$ cat config.mk
export PLATFORM = sky130hd
export DESIGN_NAME = irq_vector_reg
export DESIGN_NICKNAME = d
export VERILOG_FILES = /design/src/rtl/irq_vector_reg.sv
export SDC_FILE = /design/constraint.sdc
export NUM_CORES = 1
export LEC_CHECK = 0
export BUFFER_PORTS_ARGS = -buffer_cell sky130_fd_sc_hd__buf_2
export CAP_MARGIN = 0
export CORE_MARGIN = 3
export CORE_UTILIZATION = 39
export CTS_BUF_LIST = sky130_fd_sc_hd__clkbuf_8 sky130_fd_sc_hd__clkbuf_16
export CTS_CLUSTER_DIAMETER = 200
export DETAILED_ROUTE_END_ITERATION = 12
export PLACE_DENSITY = 0.78
export REMOVE_ABC_BUFFERS = 1
export SYNTH_ARGS = -nofsm -noshare
export SYNTH_HDL_FRONTEND = slang
export SYNTH_SLANG_ARGS = --single-unit
export TNS_END_PERCENT = 1
$ cat constraint.sdc
create_clock -name clk -period 1.8 [get_ports clk]
set_clock_uncertainty 0.1 [all_clocks]
set_input_delay 0.36 -clock clk [delete_from_list [all_inputs] [get_ports clk]]
set_output_delay 0.36 -clock clk [all_outputs]
set_load 0.005 [all_outputs]
$ cat src/rtl/irq_vector_reg.sv
module irq_vector_reg #(
  parameter int NSRC = 8
) (
  input  logic            clk,
  input  logic            rst_n,
  input  logic            wr_en,
  input  logic [7:0]      wr_data,
  input  logic            status_mode,
  input  logic [NSRC-1:0] irq_req,
  input  logic [NSRC-1:0] irq_ius,
  output logic [7:0]      vec_out
);

  logic [7:0]      stored;
  logic [NSRC-1:0] pend;
  logic [2:0]      win_idx;
  logic            any_pend;

  always_ff @(posedge clk or negedge rst_n)
    if (!rst_n)     stored <= 8'h00;
    else if (wr_en) stored <= wr_data;

  assign pend     = irq_req & ~irq_ius;
  assign any_pend = |pend;

  always_comb begin
    win_idx = 3'd0;
    for (int i = NSRC - 1; i >= 0; i--)
      if (pend[i]) win_idx = 3'(i);
  end

  assign vec_out = !status_mode ? stored :
                   any_pend     ? {stored[7:4], win_idx, 1'b0} :
                                  {stored[7:1], 1'b0};

endmodule


# Yosys cells after proc, flatten, opt, wreduce, memory -nomap -nowiden
# Cells that the tools add are included.
# Widths: inputs -> output; s select.
[word_totals]
elab_cells = 14
regBits = 8
out_inout_bits = 8
inputBits = 28
[classes]
n_reduce_logical = 1
bitwise = 2
n_mux = 10
[ops]
columns = ["operator", "count"]
rows = [
  ["$mux 3", 8],
  ["$and 8x8->8", 1],
  ["$mux 4", 2],
  ["$not 8->8", 1],
  ["$reduce_or 8->1", 1],
]

# Longest topological paths before layout
# Gate-level depths: netlist of the first run.
[logic_depth]
word_depth = 12
mapped_depth = 4
mapped_depth_nobuf = 4

# Worst setup path after synthesis of the first run
# Ideal clock, no wire load.
[synth_path]
path_type = "input to output"
from = "input irq_req[7]"
to = "output vec_out[1]"
required_ps = 1340
arrival_ps = 1190
slack_ps = 150
stages = 4
n_path_buf = 0
cell_sequence = "nor2b_1 nor4_4 a31oi_1 mux2_4"
[synth_via]
elab_chain_cells = 11
word_cells_on_any_way = 12
cone_classes = "10 x mux; 1 x bitwise; 1 x reduce/logical"
[synth_lines]
columns = ["item", "line_no", "rtl"]
rows = [
  ["start, declared", "9", "input logic [NSRC-1:0] irq_req,"],
  ["$and 8x8->8 *", "23", "assign pend = irq_req & ~irq_ius;"],
  ["$mux 3 (8 in a row)", "29", "if (pend[i]) win_idx = 3'(i);"],
  ["$mux 4 *", "33", "any_pend ? {stored[7:4], win_idx, 1'b0} :"],
  ["$mux 4 *", "32", "assign vec_out = !status_mode ? stored :"],
  ["end, declared", "11", "output logic [7:0] vec_out"],
]
# Every way passes the cells marked *; elsewhere a longest branch is shown, timed or not.

# Worst setup path in the final report of the first run
[layout_path]
from = "input irq_req[6]"
to = "output vec_out[1]"
[layout_via]
elab_chain_cells = 10
word_cells_on_any_way = 11
cone_classes = "9 x mux; 1 x bitwise; 1 x reduce/logical"
[layout_lines]
columns = ["item", "line_no"]
rows = [
  ["$and 8x8->8 *", "23"],
  ["$mux 3 (7 in a row)", "29"],
  ["$mux 4 *", "33"],
  ["$mux 4 *", "32"],
]
# Marked as above.

==> results_dict.tcl, run 1 <==
set metrics [dict create \
    path_clk_slew_ns 0.04 \
    die_y_microns 42.9 \
    coreArea_sq_um 1190 \
    critPathRequiredTime_ns 1.34 \
    io_pins 36 \
    clkPwrFrac 0.367 \
    rows 12 \
    htreeDepth 1 \
    holdPathStages 2 \
    cellPowerDensity_nw_per_um2 693 \
    worstReg2RegStart "stored[4]" \
    leakagePower_nw 0.421 \
    setup_slack_ns -0.0987 \
    largest_reg_flops 8 \
    hold_viol 0 \
    final_common_cell "buf_2" \
    p_comb_frac 0.268 \
    ys_warn_count 0 \
    pre_cts_ws_ns -0.117 \
    synth_mux_area_frac 0.198 \
    synth_top_family_by_area "simple AND/OR/NAND/NOR gates" \
    firstDrtPassIters 2 \
    rsz0062_at_grt "yes" \
    synthAdderAreaFrac 0 \
    peakVddDrop_uv 442 \
    die_w_microns 42.9 \
    worstHoldPathType "input port to flip-flop" \
    dp_hpwl_microns 962 \
    gp_congestion 0.754 \
    fillers 93 \
    worstSkewPairLatency_ns 0.22 \
    viasPerCell 4.88 \
    synth_compound_area_frac 0.111 \
    whs_ns 0.268 \
    rr_endpoint "stored[4]" \
    portBuffers 35 \
    cp.arrival_ns 1.44 \
    startpoint_type "input port" \
    swShare 0.227 \
    die_area_sq_um 1840 \
    end_kind "output port" \
    tightest_slew_ns 0.231 \
    grt_use_total 0.139 \
    fin_nets 120 \
    grt_pass1_vias 509 \
    antenna_found_initial 0 \
    p_int_mw 0.440 \
    fmax_mhz 527 \
    hold_end "stored[2]" \
    maxSlewViolCount 0 \
    initial_core_util 0.448 \
    overflow 0 \
    cts_buffers 3 \
    synthesis.area_sq_um 532 \
    synthCells 50 \
    root_buffer "clkbuf_8" \
    drc 0 \
    wirelength_mm 1.21 \
    status "finished with violations" \
    reg2reg_slack_ns 0.94 \
    drtAntennaViolNets 0 \
    grt_pass1_wl_mm 1.89 \
    antenna_cells 0 \
    clock_sinks 8 \
    synth-simple-area-share 0.245 \
    min-delay-start "wr_data[2]" \
    drive_gt1_frac 0.667 \
    synth_cell_type_count 19 \
    maxCapViolations 0 \
    fin_crit_sh 1.05 \
    relSlewSlack 0.845 \
    vias 507 \
    pwr-share-seq 0.364 \
    cp_max_fo 2 \
    netSwitchingPower_mw 0.129 \
    synth_area_per_cell_sq_um 10.6 \
    ys_seq_elements 8 \
    finalCriticalPeriod_ns 1.90 \
    wire_per_inst_microns 11.6 \
    synth-xor-area-share 0 \
    cts_tree "built" \
    failed_checks "negative setup slack" \
    yosysSeqAreaShare 0.376 \
    syn_to_final_growth_pct 54.4 \
    grt_max_degree 9 \
    worstSetupPathType "input port to output port" \
    r2r_cells 1 \
    cts_buffer_depth 2 \
    drt-initial-drc-count 1 \
    reg_top3 "stored: 8 flops" \
    setup_viol 1 \
    mostFrequentLayoutCells "32 x buf_2, 8 x mux2_2, 8 x dfrtp_1" \
    top_register "stored" \
]
[critical path, cell delays in order]
cell and delay, ns:
buf_6 0.09, nor2b_4 0.13, nor4_4 0.29, a31oi_1 0.14, mux2_4 0.32, buf_6 0.11
[how the worst max path moves through the flow]
| stage | end | depth (start not counted) | slack [ns] | startpoint |
|---|---|---|---|---|
| 6_report | vec_out[1] | 6 | -0.1 | irq_req[6] |
| 5_1_grt | vec_out[1] | 6 | -0.14 | irq_req[6] |
| 4_1_cts | vec_out[1] | 6 | -0.11 | irq_req[5] |
| 3_5_place_dp | vec_out[1] | 6 | -0.12 | irq_req[4] |
| 3_3_place_gp | vec_out[1] | 6 | -0.09 | irq_req[4] |
| 2_1_floorplan | vec_out[1] | 4 | 0.15 | irq_req[7] |
[metal layers]
metal / track usage / part of all wire / vias to the layer above / routed length, microns
met1: 0.165 / 0.38 / 220 / 463
met2: 0.210 / 0.45 / 31 / 548
li1: - / - / 252 / -
met3: 0.0339 / 0.13 / 4 / 153
met5: 0 / 0 / - / 0
met4: 0.112 / 0.035 / 0 / 42
[synth_stat cells]
cell | instances | area share
nand2_1 | 1 | 0.0071
o31ai_1 | 1 | 0.014
nor4_4 | 1 | 0.040
dfrtp_1 | 8 | 0.38
mux2_2 | 8 | 0.17
nor2b_1 | 7 | 0.082
or3_1 | 1 | 0.012
a31oi_1 | 1 | 0.012
a2bb2oi_1 | 1 | 0.016
inv_1 | 1 | 0.0071
clkbuf_1 | 1 | 0.0071
a21oi_1 | 4 | 0.038
nor2b_4 | 2 | 0.052
nand2b_1 | 2 | 0.024
o21ba_1 | 1 | 0.019
buf_4 | 4 | 0.056
mux2_4 | 1 | 0.028
o22ai_1 | 1 | 0.012
nor2_1 | 4 | 0.028
[cell families (layout without fill, tap and decap cells)]
group | after synthesis | count (layout)
and+or+nand+nor | 18 | 18
AOI/OAI and AO/OA | 9 | 9
muxes | 9 | 9
DFF | 8 | 8
buffers and inverters | 6 | 46
[per-stage QoR]
step	utilization	area, sq um	total power [mW]	TNS [ns]	cells
3_5_place_dp	0.614	728	0.350	-0.117	99
3_3_place_gp	0.614	728	0.345	-0.0984	99
5_1_grt	0.692	821	0.605	-0.144	104
6_report	0.692	821	0.569	-0.0987	104
4_1_cts	0.668	792	0.574	-0.110	103
2_1_floorplan	-	498	0.277	0	45
[what timing repair did]
action	in CTS	in global routing
gates cloned	0	0
pin swaps	2	2
hold buffers	1	0
endpoints found under the setup margin	1	2
endpoints found under the hold margin	8	0
setup buffers	0	1
resized for setup	2	6
[layout make-up]
type                            instances  area, sq um  share of cell area
Sequential cell                         8          200               0.244
Timing Repair Buffer                   42          249               0.303
Tap cell                               14         17.5              0.0213
Clock buffer                            3         41.3              0.0503
Inverter                                1         3.75             0.00457
Multi-Input combinational cell         36          309               0.377
[power by group through the flow]
stage | clock [mW] | sequential (mW) | combinational (mW)
detailed placement | 0 | 0.210 | 0.140
CTS | 0.218 | 0.208 | 0.148
global placement | 0 | 0.209 | 0.137
floorplan | 0 | 0.209 | 0.0681
global route | 0.228 | 0.209 | 0.168
finish | 0.209 | 0.207 | 0.153
Power figures use the tool's default switching activity.
==> inputs of run 2 (changes only) <==
==> constraint.sdc (replaced) <==
create_clock -name clk -period 1.8 [get_ports clk]
set_clock_uncertainty 0.1 [all_clocks]
set_input_delay 0.09 -clock clk [delete_from_list [all_inputs] [get_ports clk]]
set_output_delay 0.09 -clock clk [all_outputs]
set_load 0.005 [all_outputs]
==> results_dict.tcl, run 2 (synthesized netlist as in run 1, its figures left out) <==
set metrics [dict create \
    maxSlewViolCount 0 \
    rows 12 \
    path_clk_slew_ns 0.04 \
    setup_slack_ns 0.433 \
    final_common_cell "buf_2" \
    die_area_sq_um 1840 \
    cp.depth 6 \
    dp_hpwl_microns 981 \
    cellPowerDensity_nw_per_um2 712 \
    relSlewSlack 0.778 \
    overflow 0 \
    die_w_microns 42.9 \
    wire_per_inst_microns 12.0 \
    rr_endpoint "stored[5]" \
    setup_viol 0 \
    gp_congestion 0.780 \
    wirelength_mm 1.22 \
    worstPathCellList "buf_2 > nor2b_1 > nor4_4 > a31oi_1 > mux2_4 > buf_2" \
    die_y_microns 42.9 \
    cp.arrival_ns 1.18 \
    maxCapViolations 0 \
    drt-initial-drc-count 0 \
    root_buffer "clkbuf_8" \
    vias 500 \
    antenna_cells 0 \
    initial_core_util 0.448 \
    hold_viol 0 \
    r2r_cells 1 \
    viasPerCell 4.90 \
    post_cts_buffers 0 \
    tns_ns 0 \
    portBuffers 35 \
    stdcell_count 102 \
    cpLargestDelayFamily "simple AND/OR/NAND/NOR gates" \
    cts_buffer_depth 2 \
    crit_path_end "vec_out[1]" \
    grt_pass1_wl_mm 2.00 \
    grt_max_degree 9 \
    worstSkewPairLatency_ns 0.22 \
    startpoint "irq_ius[7]" \
    worstHoldPathType "input port to flip-flop" \
    syn_to_final_growth_pct 47.1 \
    fin_crit_sh 0.760 \
    antenna_found_initial 0 \
    peakVddDrop_uv 464 \
    postCtsHoldBufs 5 \
    cts_resized 0 \
    drive_gt1_frac 0.568 \
    leakagePower_nw 0.393 \
    place_inst 94 \
    drtAntennaViolNets 0 \
    startpoint_type "input port" \
    status "finished, final reports clean" \
    grt_use_total 0.148 \
    top_register "stored" \
    rsz0062_at_grt "no" \
    cp_max_fo 3 \
    fmax_mhz 731 \
    tightest_slew_ns 0.332 \
    cts_buffers 3 \
    fillers 91 \
    cts_tree "built" \
    max_stage_delay_ns 0.31 \
    critPathRequiredTime_ns 1.61 \
    firstDrtPassIters 1 \
    drc 0 \
    mostFrequentLayoutCells "35 x buf_2, 8 x mux2_2, 8 x dfrtp_1" \
    clock_sinks 8 \
    reg_top3 "stored: 8 flops" \
    finalCriticalPeriod_ns 1.37 \
    pre_cts_ws_ns 0.423 \
    end_kind "output port" \
    io_pins 36 \
    worstSetupPathType "input port to output port" \
    worst-path-buf-inv 2 \
    fin_nets 118 \
    largest_reg_flops 8 \
    htreeDepth 1 \
    worstReg2RegStart "stored[5]" \
    cpMaxStageDelayCell "mux2_4" \
    whs_ns 0.00671 \
    reg2reg_slack_ns 0.93 \
    coreArea_sq_um 1190 \
    crit_top_cell "buf_2" \
    grt_pass1_vias 502 \
]
==> run 2: worst min path at each step <==
stage,end,slack [ns],from,depth (start not counted)
floorplan,stored[0],-0.31,rst_n,0
finish,stored[0],0.007,wr_data[0],2
detailed placement,stored[4],-0.16,rst_n,1
CTS,stored[0],0.005,wr_data[0],2
global placement,stored[5],-0.16,rst_n,1
global route,stored[0],0.008,wr_data[0],2
==> run 2: metrics by stage <==
step           cell area, sq um  total power, mW  utilization
2_1_floorplan               498            0.277            -
3_3_place_gp                691            0.336        0.582
3_5_place_dp                691            0.343        0.582
4_1_cts                     782            0.567        0.659
5_1_grt                     782            0.590        0.659
6_report                    782            0.557        0.659
==> run 2: layout make-up <==
cell class,count,area (sq um),area share
clock buffer,3,41.3,0.0528
inverter,1,3.75,0.00480
multi-input combinational,36,294,0.376
sequential,8,200,0.256
tap,14,17.5,0.0224
timing repair buffer,40,225,0.288
==> run 2: power by group <==
part           leakage (nW)  total (mW)  switching (mW)  internal, mW
Sequential           0.0935       0.208         0.00887         0.199
Combinational         0.278       0.140          0.0547        0.0850
Clock                0.0216       0.209          0.0651         0.144
==> run 2: per-layer routing <==
metal	share of wire	vias up	GRT usage
met3	0.12	3	0.0339
li1	-	248	-
met2	0.49	31	0.266
met1	0.37	218	0.141
met5	0	-	0
met4	0.025	0	0.112
